## src/rtl/wdog_pkg.sv

```systemverilog
package wdog_pkg;
  typedef enum logic [1:0] {
    ST_IDLE = 2'd0,
    ST_IRQ  = 2'd1,
    ST_NMI  = 2'd2,
    ST_RST  = 2'd3
  } wd_stage_e;

  // configuration word layout, shared by write decode and read-back
  localparam int MODE_LSB  = 0;
  localparam int MODE_W    = 2;
  localparam int STAGE_LSB = 2;
  localparam int STAGE_W   = 2;
  localparam int LEN_LSB   = 4;
endpackage

```

## src/rtl/wdog_tick.sv

```systemverilog
module wdog_tick #(
  parameter int PRE_W = 8
) (
  input  logic clk,
  input  logic rst,
  input  logic clr,
  input  logic run,
  output logic tick
);
  generate
    if (PRE_W == 0) begin : g_direct
      assign tick = run;
    end else begin : g_pre
      logic [PRE_W-1:0] pre_q;
      always_ff @(posedge clk) begin
        if (rst || clr) pre_q <= '0;
        else if (run)   pre_q <= pre_q + 1'b1;
      end
      assign tick = run && (&pre_q);
    end
  endgenerate
endmodule

```

## src/rtl/wdog_core.sv

```systemverilog
module wdog_core
  import wdog_pkg::*;
#(
  parameter int LEN_W = 16,
  parameter int LOW_W = 8,
  parameter int PRE_W = 8
) (
  input  logic             clk,
  input  logic             rst,
  input  logic             cfg_we,
  input  logic             poke_we,
  input  logic [MODE_W-1:0] cfg_mode,
  input  logic [LEN_W-1:0] cfg_len,
  output logic             irq,
  output logic             nmi,
  output logic             srst,
  output wd_stage_e        stage,
  output logic [MODE_W-1:0] mode_q,
  output logic [LEN_W-1:0] len_q
);
  localparam int CNT_W = LEN_W + LOW_W;

  logic [CNT_W-1:0] cnt_q;
  logic             run, tick, reload;

  // counting only while enabled, length legal and below the mode's stop stage
  assign run    = (mode_q != '0) && (len_q != '0) && (2'(stage) < mode_q);
  assign reload = cfg_we || poke_we;

  wdog_tick #(.PRE_W(PRE_W)) u_tick (
    .clk  (clk),
    .rst  (rst),
    .clr  (reload),
    .run  (run),
    .tick (tick)
  );

  always_ff @(posedge clk) begin
    if (rst) begin
      mode_q <= '0;
      len_q  <= '0;
      cnt_q  <= '0;
      stage  <= ST_IDLE;
      irq    <= 1'b0;
      nmi    <= 1'b0;
      srst   <= 1'b0;
    end else if (cfg_we) begin
      mode_q <= cfg_mode;
      len_q  <= cfg_len;
      cnt_q  <= CNT_W'(cfg_len) << LOW_W;
      stage  <= ST_IDLE;
      irq    <= 1'b0;
      nmi    <= 1'b0;
      srst   <= 1'b0;
    end else if (poke_we) begin
      cnt_q  <= CNT_W'(len_q) << LOW_W;
      stage  <= ST_IDLE;
      irq    <= 1'b0;
      nmi    <= 1'b0;
      srst   <= 1'b0;
    end else begin
      srst <= 1'b0;
      if (tick) begin
        if (cnt_q == CNT_W'(1)) begin
          cnt_q <= CNT_W'(len_q) << LOW_W;
          stage <= wd_stage_e'(2'(stage) + 2'd1);
          irq   <= 1'b1;
          nmi   <= (stage != ST_IDLE);
          srst  <= (stage == ST_NMI);
        end else begin
          cnt_q <= cnt_q - 1'b1;
        end
      end
    end
  end
endmodule

```

## src/rtl/wdog_regif.sv

```systemverilog
module wdog_regif
  import wdog_pkg::*;
#(
  parameter int NUM_CORES = 2,
  parameter int CORE_W    = 1,
  parameter int LEN_W     = 16,
  parameter int DATA_W    = 32
) (
  input  logic                                clk,
  input  logic                                rst,
  input  logic                                wr_en,
  input  logic                                wr_poke,
  input  logic [CORE_W-1:0]                   wr_core,
  input  logic [DATA_W-1:0]                   wr_data,
  input  logic [CORE_W-1:0]                   rd_core,
  input  logic [NUM_CORES-1:0][STAGE_W-1:0]   stage_all,
  input  logic [NUM_CORES-1:0][MODE_W-1:0]    mode_all,
  input  logic [NUM_CORES-1:0][LEN_W-1:0]     len_all,
  output logic [NUM_CORES-1:0]                cfg_we,
  output logic [NUM_CORES-1:0]                poke_we,
  output logic [MODE_W-1:0]                   cfg_mode,
  output logic [LEN_W-1:0]                    cfg_len,
  output logic [DATA_W-1:0]                   rd_data
);
  assign cfg_mode = wr_data[MODE_LSB +: MODE_W];
  assign cfg_len  = wr_data[LEN_LSB +: LEN_W];

  generate
    for (genvar c = 0; c < NUM_CORES; c++) begin : g_dec
      assign cfg_we[c]  = wr_en && !wr_poke && (wr_core == CORE_W'(c));
      assign poke_we[c] = wr_en &&  wr_poke && (wr_core == CORE_W'(c));
    end
  endgenerate

  logic [DATA_W-1:0] rd_word;
  always_comb begin
    rd_word = '0;
    for (int c = 0; c < NUM_CORES; c++) begin
      if (rd_core == CORE_W'(c)) begin
        rd_word[MODE_LSB  +: MODE_W]  = mode_all[c];
        rd_word[STAGE_LSB +: STAGE_W] = stage_all[c];
        rd_word[LEN_LSB   +: LEN_W]   = len_all[c];
      end
    end
  end

  always_ff @(posedge clk) begin
    if (rst) rd_data <= '0;
    else     rd_data <= rd_word;
  end
endmodule

```

## src/rtl/esc_wdog_top.sv

```systemverilog
module esc_wdog_top
  import wdog_pkg::*;
#(
  parameter int NUM_CORES = 4,
  parameter int LEN_W     = 16,
  parameter int LOW_W     = 8,
  parameter int PRE_W     = 8,
  parameter int DATA_W    = 32,
  parameter int CORE_W    = (NUM_CORES > 1) ? $clog2(NUM_CORES) : 1
) (
  input  logic                 clk,
  input  logic                 rst,
  input  logic                 wr_en,
  input  logic                 wr_poke,
  input  logic [CORE_W-1:0]    wr_core,
  input  logic [DATA_W-1:0]    wr_data,
  input  logic [CORE_W-1:0]    rd_core,
  output logic [DATA_W-1:0]    rd_data,
  output logic [NUM_CORES-1:0] irq_o,
  output logic [NUM_CORES-1:0] nmi_o,
  output logic [NUM_CORES-1:0] srst_o
);
  logic [NUM_CORES-1:0]               cfg_we, poke_we;
  logic [MODE_W-1:0]                  cfg_mode;
  logic [LEN_W-1:0]                   cfg_len;
  logic [NUM_CORES-1:0][STAGE_W-1:0]  stage_all;
  logic [NUM_CORES-1:0][MODE_W-1:0]   mode_all;
  logic [NUM_CORES-1:0][LEN_W-1:0]    len_all;

  wdog_regif #(
    .NUM_CORES (NUM_CORES),
    .CORE_W    (CORE_W),
    .LEN_W     (LEN_W),
    .DATA_W    (DATA_W)
  ) u_regif (
    .clk       (clk),
    .rst       (rst),
    .wr_en     (wr_en),
    .wr_poke   (wr_poke),
    .wr_core   (wr_core),
    .wr_data   (wr_data),
    .rd_core   (rd_core),
    .stage_all (stage_all),
    .mode_all  (mode_all),
    .len_all   (len_all),
    .cfg_we    (cfg_we),
    .poke_we   (poke_we),
    .cfg_mode  (cfg_mode),
    .cfg_len   (cfg_len),
    .rd_data   (rd_data)
  );

  generate
    for (genvar c = 0; c < NUM_CORES; c++) begin : g_core
      wd_stage_e st;
      wdog_core #(
        .LEN_W (LEN_W),
        .LOW_W (LOW_W),
        .PRE_W (PRE_W)
      ) u_core (
        .clk      (clk),
        .rst      (rst),
        .cfg_we   (cfg_we[c]),
        .poke_we  (poke_we[c]),
        .cfg_mode (cfg_mode),
        .cfg_len  (cfg_len),
        .irq      (irq_o[c]),
        .nmi      (nmi_o[c]),
        .srst     (srst_o[c]),
        .stage    (st),
        .mode_q   (mode_all[c]),
        .len_q    (len_all[c])
      );
      assign stage_all[c] = 2'(st);
    end
  endgenerate
endmodule

```

## config.mk

```make
export PLATFORM = sky130hd
export DESIGN_NAME = esc_wdog_top
export DESIGN_NICKNAME = d
export VERILOG_FILES = /design/src/rtl/wdog_pkg.sv /design/src/rtl/wdog_tick.sv /design/src/rtl/wdog_core.sv /design/src/rtl/wdog_regif.sv /design/src/rtl/esc_wdog_top.sv
export SDC_FILE = /design/constraint.sdc
export NUM_CORES = 1
export LEC_CHECK = 0
export ABC_CLOCK_PERIOD_IN_PS = 4300
export BUFFER_PORTS_ARGS = -buffer_cell sky130_fd_sc_hd__buf_2
export CELL_PAD_IN_SITES_DETAIL_PLACEMENT = 0
export CELL_PAD_IN_SITES_GLOBAL_PLACEMENT = 1
export CORE_AREA = 3 3 183 185
export DETAILED_ROUTE_END_ITERATION = 10
export DIE_AREA = 0 0 186 188
export PLACE_DENSITY_LB_ADDON = 0.2
export SYNTH_ARGS = -nofsm -noshare
export SYNTH_HDL_FRONTEND = slang
export SYNTH_SLANG_ARGS = --single-unit
```

## constraint.sdc

```tcl
create_clock -name clk -period 4.3 [get_ports clk]
set_input_delay 0.645 -clock clk [delete_from_list [all_inputs] [get_ports clk]]
set_output_delay 0.645 -clock clk [all_outputs]
set_load 0.01 [all_outputs]
```

After elaboration in Yosys (flattened, before gate mapping)
Index checks and enable logic that the tools add are counted.

storage, ports and cells
  word-level logic and storage cells = 161
  register bits after elaboration = 252
  output and inout port bits = 44
  input bits = 40

operators by class
  muxes and demuxes = 20
  $add $sub $neg = 12
  bitwise logic cells = 8
  reductions and logical operators = 65
  $lt $le $gt $ge = 4
  equality and inequality tests = 14

operator list
  cell                     count
  $mux W24                 16
  $eq A24 B1 Y1 const B    4
  $sub A24 B1 Y24 const B  4
  $mux W20                 4
  $reduce_bool A16 Y1      4
  $add A8 B1 Y8 const B    4
  $reduce_and A8 Y1        4
  $logic_and A1 B1 Y1      22
  $reduce_or A5 Y1         4
  $eq A2 B2 Y1 const B     8
  $reduce_bool A2 Y1       8
  $reduce_bool A3 Y1       4
  $reduce_or A3 Y1         4
  $add A2 B1 Y2 const B    4
  $logic_or A1 B1 Y1       8
  $lt A2 B2 Y1             4
  $not A1 Y1               8
  $reduce_and A2 Y1        4
  $eq A2 B1 Y1 const B     2
  $logic_not A2 Y1         2
  $logic_not A1 Y1         1

Longest topological paths before layout
Gate-level depths: netlist of the first run.

  depth in word-level cells = 7
  mapped depth = 11
  gate-level depth less buffers = 8

Hierarchy
A second synthesis of the first run with hierarchy kept.

unflattened totals
  cell total of the unflattened synthesis = 1644
  area total of the unflattened synthesis = 13535.5 sq um

modules (own cells, without submodules)
  module                            area each (sq um)  instances  cells an instance  seq. area each (sq um)
  wdog_core (g_core[0].u_core ...)  2678.8             3          334                940.9
  wdog_core (g_core[3].u_core)      2766.4             1          347                940.9
  wdog_tick                         354.1              4          40                 160.2
  wdog_regif                        1316.3             1          135                400.4

Worst setup path after synthesis of the first run
Ideal clock, no wire load.

  kind = input to register
  start = input port wr_core[1]
  end = register g_core[2].u_core.cnt_q[23]
  path buffers = 1
  data arrival time = 2.226 ns
  stages on the path = 6
  setup slack = 1.989 ns
  data required time = 4.214 ns
  cell sequence = clkbuf_1 > nor2b_1 > and2_1 > or4_1 > o31a_1 > a211oi_1

between the ends
  longest elaborated chain between the ends = 4
  elaborated cells between the ends (all ways) = 6

RTL lines
  element               RTL line                            RTL
  from (decl)           esc_wdog_top.sv:15                  input logic [CORE_W-1:0] wr_core,
  $eq A2 B2 Y1 *        wdog_regif.sv:30, wdog_regif.sv:31
  $logic_and A1 B1 Y1   wdog_regif.sv:31                    assign poke_we[c] = wr_en && wr_poke && (wr_core == CORE_W'(c));
  $mux W24              wdog_core.sv:55                     end else if (poke_we) begin
  $mux W24              wdog_core.sv:47                     end else if (cfg_we) begin
  to (signal assigned)  wdog_core.sv:50                     cnt_q <= CNT_W'(cfg_len) << LOW_W;
  to (signal assigned)  wdog_core.sv:56                     cnt_q <= CNT_W'(len_q) << LOW_W;
  to (signal assigned)  wdog_core.sv:65                     cnt_q <= CNT_W'(len_q) << LOW_W;
  to (decl)             wdog_core.sv:23                     logic [CNT_W-1:0] cnt_q;

Mark *: on every way between the ends. The rest lies on a longest branch, timed or not.
A chain may end at the register's enable or synchronous reset.

Final worst setup path of the first run
  start = register g_core[1].u_core.len_q[10]
  end = register g_core[1].u_core.cnt_q[23]

between the ends
  longest elaborated chain between the ends = 5

RTL lines
  element                              RTL line         RTL
  from (decl)                          wdog_core.sv:19  output logic [LEN_W-1:0] len_q
  from (signal assigned)               wdog_core.sv:49  len_q <= cfg_len;
  $reduce_bool A16 Y1                  wdog_core.sv:27  assign run = (mode_q != '0) && (len_q != '0) && (2'(stage) < mode_q);
  $logic_and A1 B1 Y1 (2 in a row)     wdog_core.sv:27
  $logic_and A1 B1 Y1                  wdog_tick.sv:19  assign tick = run && (&pre_q);
  $reduce_bool A3 Y1 (no source line)  n/a
  to (signal assigned)                 wdog_core.sv:50
  to (signal assigned)                 wdog_core.sv:56
  to (signal assigned)                 wdog_core.sv:65
  to (decl)                            wdog_core.sv:23

No other way between the ends.

==> results of run 1 <==
-- tightest hold or removal path, cell delays in order --
cell     delay (ps)
buf_2           160
nand2_1          70
a21oi_1          50
-- registers in the layout, summed over array words and instances, names as in the netlist --
signal / flops
g_core.u_core.cnt_q: 96
g_core.u_core.len_q: 64
g_core.u_core.u_tick.g_pre.pre_q: 32
u_regif.rd_data: 20
g_core.u_core.mode_q: 8
g_core.u_core.stage: 8
g_core.u_core.irq: 4
g_core.u_core.nmi: 4
g_core.u_core.srst: 4
-- stage by stage --
| stage | instances | util (%) | hold WS, ps | area (µm²) |
|---|---|---|---|---|
| 2_1_floorplan | 1558 | - | 440.7 | 12780 |
| 3_3_place_gp | 1924 | 40.88 | 443.1 | 13170 |
| 3_5_place_dp | 1924 | 40.88 | 454.5 | 13170 |
| 4_1_cts | 1976 | 43.77 | 386.1 | 14100 |
| 5_1_grt | 1976 | 43.77 | 411.1 | 14100 |
| 6_report | 1976 | 43.77 | 427.1 | 14100 |
-- path summary, 6_finish.rpt --
| path | cells past startpoint | end | from |
|---|---|---|---|
| setup / recovery | 6 | g_core[1].u_core.cnt_q[23] | g_core[1].u_core.len_q[10] |
| hold / removal | 3 | g_core[3].u_core.mode_q[0] | wr_data[0] |
| setup reg to reg | 6 | g_core[1].u_core.cnt_q[23] | g_core[1].u_core.len_q[10] |
| hold reg to reg | 2 | g_core[2].u_core.irq | g_core[2].u_core.irq |
-- layout make-up --
type / instances / area share (%)
multi-input combinational: 1173 / 51.97
sequential: 240 / 34.08
clock buffer: 45 / 6.355
tap: 408 / 3.621
timing repair buffer: 74 / 2.947
inverter: 29 / 0.7722
clock inverter: 7 / 0.2485
-- logic make-up after synthesis --
family          count (synthesis)  synth area share [%]
simple gates                  653                 25.69
compound gates                364                 18.45
flops                         240                 37.73
buf+inv                       145                 5.119
xor+xnor                       82                 5.640
mux                            38                 4.981
fa+ha+maj                      24                 2.358
other cells                     1               0.02945
-- layout by cell type, fill, tap and decap left out, drive strengths merged, types with 9 or more instances in the layout --
| cell | netlist | routed |
|---|---|---|
| ha | 24 | 24 |
| xnor2 | 46 | 46 |
| nor2 | 158 | 158 |
| or3 | 15 | 15 |
| mux2i | 15 | 15 |
| a22oi | 9 | 9 |
| a221oi | 11 | 11 |
| o2bb2ai | 11 | 11 |
| clkbuf | 80 | 45 |
| dfxtp | 240 | 240 |
| conb | 1 | 12 |
| a21boi | 17 | 17 |
| nand3b | 10 | 10 |
| nor2b | 10 | 10 |
| nor4 | 42 | 42 |
| a31oi | 16 | 16 |
| o32ai | 10 | 10 |
| nor3 | 45 | 45 |
| buf | 36 | 74 |
| xor2 | 36 | 36 |
| nand2 | 216 | 216 |
| and2 | 31 | 31 |
| nand3 | 29 | 29 |
| nand4b | 9 | 9 |
| a222oi | 14 | 14 |
| nand2b | 13 | 13 |
| a21oi | 143 | 143 |
| and3 | 16 | 16 |
| inv | 29 | 29 |
| o22ai | 16 | 16 |
| o21ai | 51 | 51 |
| mux4 | 20 | 20 |
| nand4 | 28 | 28 |
| a211oi | 21 | 21 |
-- per-layer routing --
| metal | GRT usage [%] | vias up | wire, µm |
|---|---|---|---|
| met5 | 0 | - | 7 |
| met4 | 6.159 | 2 | 962 |
| met3 | 4.210 | 58 | 2900 |
| met2 | 35.94 | 377 | 18350 |
| met1 | 32.87 | 5508 | 18450 |
| li1 | - | 5571 | - |
-- power by group through the flow --
stage / registers, µW / logic, µW / clock network, µW
finish: 2330 / 603 / 2390
detailed placement: 2370 / 597 / 0
CTS: 2320 / 601 / 2450
global placement: 2370 / 595 / 0
global route: 2330 / 671 / 2530
floorplan: 2350 / 463 / 0
==> impl_metrics.toml, run 1 <==
[logic_synthesis]
synth_seq_cells = 240
yosys-top-cells-area = "dfxtp_1 38%, nand2_1 6.4%, a21oi_1 5.6%"
yosysMostFrequentCell = "dfxtp_1"
yosys.area.top_type_share_pct = 37.73
async_flop_share_pct = 0
syn_inst = 1547
yosysSeqAreaShare_pct = 37.73
ys_warn_count = 0
synthesis.area_um2 = 12730
yosys.area.top_type = "dfxtp_1"
synth_edf_count = 0
yosysUniqueCellTypes = 79
ys.flop_type = "dfxtp_1"
synth_commonest_cells = "240 x dfxtp_1, 216 x nand2_1, 158 x nor2_1"
synth.avg_cell_area_um2 = 8.232

[critical_path]
crit_required_ps = 4760
end_kind = "register"
crit_buf_inv = 0
rrSetupSlack_ps = 1370
crit_slowest_cell = "nor2_1"
cp_data_arrival_time_ps = 3390
cp-start-kind = "register"
criticalPathCategory = "reg -> reg"
cp_top_family = "simple AND/OR/NAND/NOR gates"
critPathMaxStageDelay_ps = 890
crit_fanout = 15
worstPathCellList = "nor4_1, nand4_1, and3_1, nor2_1, a222oi_1, o32ai_1"

[clocking]
clk_pin_slew_ps = 60
insertion_delay_ps = 550
ctsResizeCount = 0
ctsLongestPathBuffers = 3
cts_hold_buf = 0
cts_tree = "yes"
htree_levels = 1
root_buffer = "clkbuf_16"
cts_made_buffers = 28
post_cts_buffers = 0
clock_sinks = 240

[global_route]
grtUsageTotal_pct = 23.07
antenna_found_initial = 1
gr-total-overflow = 0
grt_max_degree = 73
grt_pass1_wl_um = 63680
first_global_vias = 10883

[timing]
period_needed_ps = 2930
grt_setup_unrepaired = "false"
tightest_slew_ps = 1139
max_slew_margin_pct = 23.81
hold_viol_final = 0
finalSetupTns_ps = 0
fmax_ghz = 0.3413
worst_slack_ps = 1370
maxSlewViolCount = 0
skew_ps = 9.131
period_share_pct = 68.14
setup_violations = 0

[pwr]
comb_power_share_pct = 11.3
seq_power_share_pct = 43.7
power_uw = 5323
power_switching_uw = 1406
peakVddDrop_mv = 0.2898
cellLeakagePower_uw = 0.005264
pwr-share-clk_pct = 45.0
power.density_nw_per_um2 = 377.6
switching_share_pct = 26.41
p_int_uw = 3917

[detailed_routing]
drc = 0
dr.pass1.iters = 6
routed_wirelength_um = 40670
drt-wirelength-per-cell_um = 20.58
first_iter_violations = 1071
ant_nets = 0
vias = 11516
viasPerCell = 5.828

[finish]
synthToLayoutAreaGrowth_pct = 10.70
multi_input_area_um2 = 7327
fin_nets = 1610
antenna_cells = 0
drive_gt1_share_pct = 10.97
seqCellArea_um2 = 4805
nFillCells = 3239

[place]
finalWeightedCongestion = 0.8660
hpwlAfterDp_um = 28230
dp_worst_setup_slack_ps = 1418
portBuffers = 57

[floorplan]
die_h_um = 188
row_count = 66
io_pins = 84
dieArea_um2 = 34970
coreArea_um2 = 32210
die_width_um = 186
start_util_pct = 39.54

[min_path]
hp-class = "in -> reg"

[job]
cap_violations = 0

[outcome]
outcome = "finished clean"
Note: power is estimated with default switching activity, not from simulation.
==> run 2, diff against run 1 <==
--- a/config.mk
+++ b/config.mk
@@ -5,13 +5,14 @@
 export SDC_FILE = /design/constraint.sdc
 export NUM_CORES = 1
 export LEC_CHECK = 0
-export ABC_CLOCK_PERIOD_IN_PS = 4300
+export ABC_AREA = 1
+export ABC_CLOCK_PERIOD_IN_PS = 2500
 export BUFFER_PORTS_ARGS = -buffer_cell sky130_fd_sc_hd__buf_2
 export CELL_PAD_IN_SITES_DETAIL_PLACEMENT = 0
 export CELL_PAD_IN_SITES_GLOBAL_PLACEMENT = 1
-export CORE_AREA = 3 3 183 185
+export CORE_AREA = 3 3 192 194
 export DETAILED_ROUTE_END_ITERATION = 10
-export DIE_AREA = 0 0 186 188
+export DIE_AREA = 0 0 195 197
 export PLACE_DENSITY_LB_ADDON = 0.2
 export SYNTH_ARGS = -nofsm -noshare
 export SYNTH_HDL_FRONTEND = slang
==> constraint.sdc (replaced) <==
create_clock -name clk -period 2.5 [get_ports clk]
set_input_delay 0.375 -clock clk [delete_from_list [all_inputs] [get_ports clk]]
set_output_delay 0.375 -clock clk [all_outputs]
set_load 0.01 [all_outputs]
==> impl_metrics.toml, run 2 <==
[critical_path]
crit_required_ps = 2990
crit_start = "g_core[0].u_core.mode_q[1]"
crit_slowest_cell = "nand4_4"
criticalPathCategory = "reg -> reg"
crit_buf_inv = 2
crit_fanout = 17
worstReg2RegStart = "g_core[0].u_core.mode_q[1]"
worstPathCellList = "inv_1, ha_1, a21boi_0, nor2_1, nand4_4, buf_4, nand2_2, nand3_1, a21oi_1"
cp-start-kind = "register"
critPathMaxStageDelay_ps = 350
cp_top_family = "simple AND/OR/NAND/NOR gates"
rrSetupSlack_ps = 250
cp_data_arrival_time_ps = 2740
end_kind = "register"

[finish]
fin_nets = 2323
layout_commonest_cell = "nand2_1"
largest_register_ffs = 96
synthToLayoutAreaGrowth_pct = 11.47
final_cell_mix = "459 x nand2_1, 364 x nor2_1, 266 x inv_1"
top_regs = "g_core.u_core.cnt_q (96), g_core.u_core.len_q (64), g_core.u_core.u_tick.g_pre.pre_q (32)"
nFillCells = 3841
drive_gt1_share_pct = 8.816
fin_util_pct = 44.26
largest_register = "g_core.u_core.cnt_q"
final_cells = 2742

[clocking]
clk_pin_slew_ps = 60
post_cts_buffers = 0
clock_sinks = 240
ctsLongestPathBuffers = 3
cts_made_buffers = 29
insertion_delay_ps = 570
root_buffer = "clkbuf_16"
htree_levels = 1
cts_tree = "yes"
cts_hold_buf = 0
ctsResizeCount = 0

[min_path]
hp-class = "in -> reg"
min_from = "wr_data[15]"

[global_route]
grt.met2_usage_pct = 38.20
antenna_found_initial = 0
gr-total-overflow = 0
grt_max_degree = 79
gr-usage-met3_pct = 2.803
grt_most_used_layer = "met2"
grt_pass1_wl_um = 73710
grtUsageTotal_pct = 23.38
first_global_vias = 13563
met1_usage_pct = 33.27

[floorplan]
coreArea_um2 = 35400
row_count = 69
dieArea_um2 = 38420
start_util_pct = 39.70
die_width_um = 195
die_h_um = 197
io_pins = 84

[logic_synthesis]
synthesis.area_um2 = 14050
ys_warn_count = 0
yosys.area.top_type = "dfxtp_1"
synth_commonest_cells = "459 x nand2_1, 364 x nor2_1, 266 x inv_1"
ys.flop_type = "dfxtp_1"
synth_edf_count = 0
yosysUniqueCellTypes = 43
synth.avg_cell_area_um2 = 6.348
yosysMostFrequentCell = "nand2_1"
synth_seq_cells = 240
yosys.area.top_type_share_pct = 34.19
syn_inst = 2214
async_flop_share_pct = 0
yosys-top-cells-area = "dfxtp_1 34%, nand2_1 12%, nor2_1 9.7%"
yosysSeqAreaShare_pct = 34.19

[timing]
period_needed_ps = 2249
tightest_slew_ps = 970.1
skew_ps = 24.91
max_slew_margin_pct = 35.25
fin_hold_ws_ps = 136.5
fmax_ghz = 0.4446
finalSetupTns_ps = 0
maxSlewViolCount = 0
grt_setup_unrepaired = "false"
period_share_pct = 89.96
setup_violations = 0
hold_viol_final = 0

[place]
portBuffers = 57
finalWeightedCongestion = 0.9390
dpl.cell_count = 2689
hpwlAfterDp_um = 34630

[pwr]
peakVddDrop_mv = 0.5206
cellLeakagePower_uw = 0.007106
power_uw = 9482
power.density_nw_per_um2 = 605.3

[detailed_routing]
viasPerCell = 5.236
routed_wirelength_um = 45690
dr.pass1.iters = 6
ant_nets = 0
vias = 14358
drc = 0
drt-wirelength-per-cell_um = 16.66
first_iter_violations = 1056

[outcome]
outcome = "finished clean"

[job]
cap_violations = 0
==> run 2: changes by cell type after synthesis, moves of 59 or more <==
cell	before	now
nor2_1	158	364
o21ai_0	50	188
inv_1	29	266
nand3_1	28	148
nand2_1	216	459
a21oi_1	143	202
==> run 2: report_power, final <==
| group | switching [µW] | internal [µW] |
|---|---|---|
| Clock | 1690 | 2560 |
| Sequential | 94.1 | 3910 |
| Combinational | 848 | 383 |
| Total | 2630 | 6850 |
==> run 2: cells by family (layout without fill, tap and decap cells) <==
| logic type | Yosys count | in the layout | synth area share [%] |
|---|---|---|---|
| DFF | 240 | 240 | 34.19 |
| xor gates and xnor gates | 36 | 36 | 2.244 |
| adders and majority gates | 24 | 24 | 2.137 |
| AOI/OAI and AO/OA | 442 | 442 | 16.58 |
| buffers and inverters | 362 | 417 | 10.63 |
| and+or+nand+nor | 1109 | 1109 | 34.20 |
| other | 1 | 13 | 0.02668 |
==> run 2: worst register-to-register path: stages, from the launching register on <==
cell      delay [ps]
dfxtp_1          330
inv_1            100
ha_1             280
a21boi_0         120
nor2_1           290
nand4_4          350
buf_4            300
nand2_2          170
nand3_1          110
a21oi_1          140
==> run 2: final timing paths <==
kind	endpoint	cells past startpoint
setup / recovery	g_core[0].u_core.cnt_q[10]	9
hold / removal	g_core[1].u_core.len_q[11]	3
setup reg to reg	g_core[0].u_core.cnt_q[10]	9
hold reg to reg	g_core[0].u_core.u_tick.g_pre.pre_q[7]	2
==> run 2: final cells by class <==
cell class,count,area (µm²),area share [%]
Tap cell,461,576.8,3.682
Inverter,288,1081,6.901
Sequential cell,240,4805,30.67
Clock inverter,8,93.84,0.5990
Antenna cell,1,2.502,0.01597
Clock buffer,44,862.1,5.503
Timing Repair Buffer,77,447.9,2.859
Multi-Input combinational cell,1623,7796,49.77
==> run 2: through the flow <==
stage	area [µm²]	setup WS (ps)
4_1_cts	15660	253.7
6_report	15670	250.9
3_3_place_gp	14710	288.1
3_5_place_dp	14710	245.1
5_1_grt	15660	40.28
2_1_floorplan	14090	723.2
==> run 2: routing by layer <==
layer	share of wire [%]	routed length (µm)	vias up
met1	47	21550	6706
met3	5.9	2699	57
li1	-	-	7259
met4	2.2	1002	0
met2	45	20430	336
met5	0	0	-
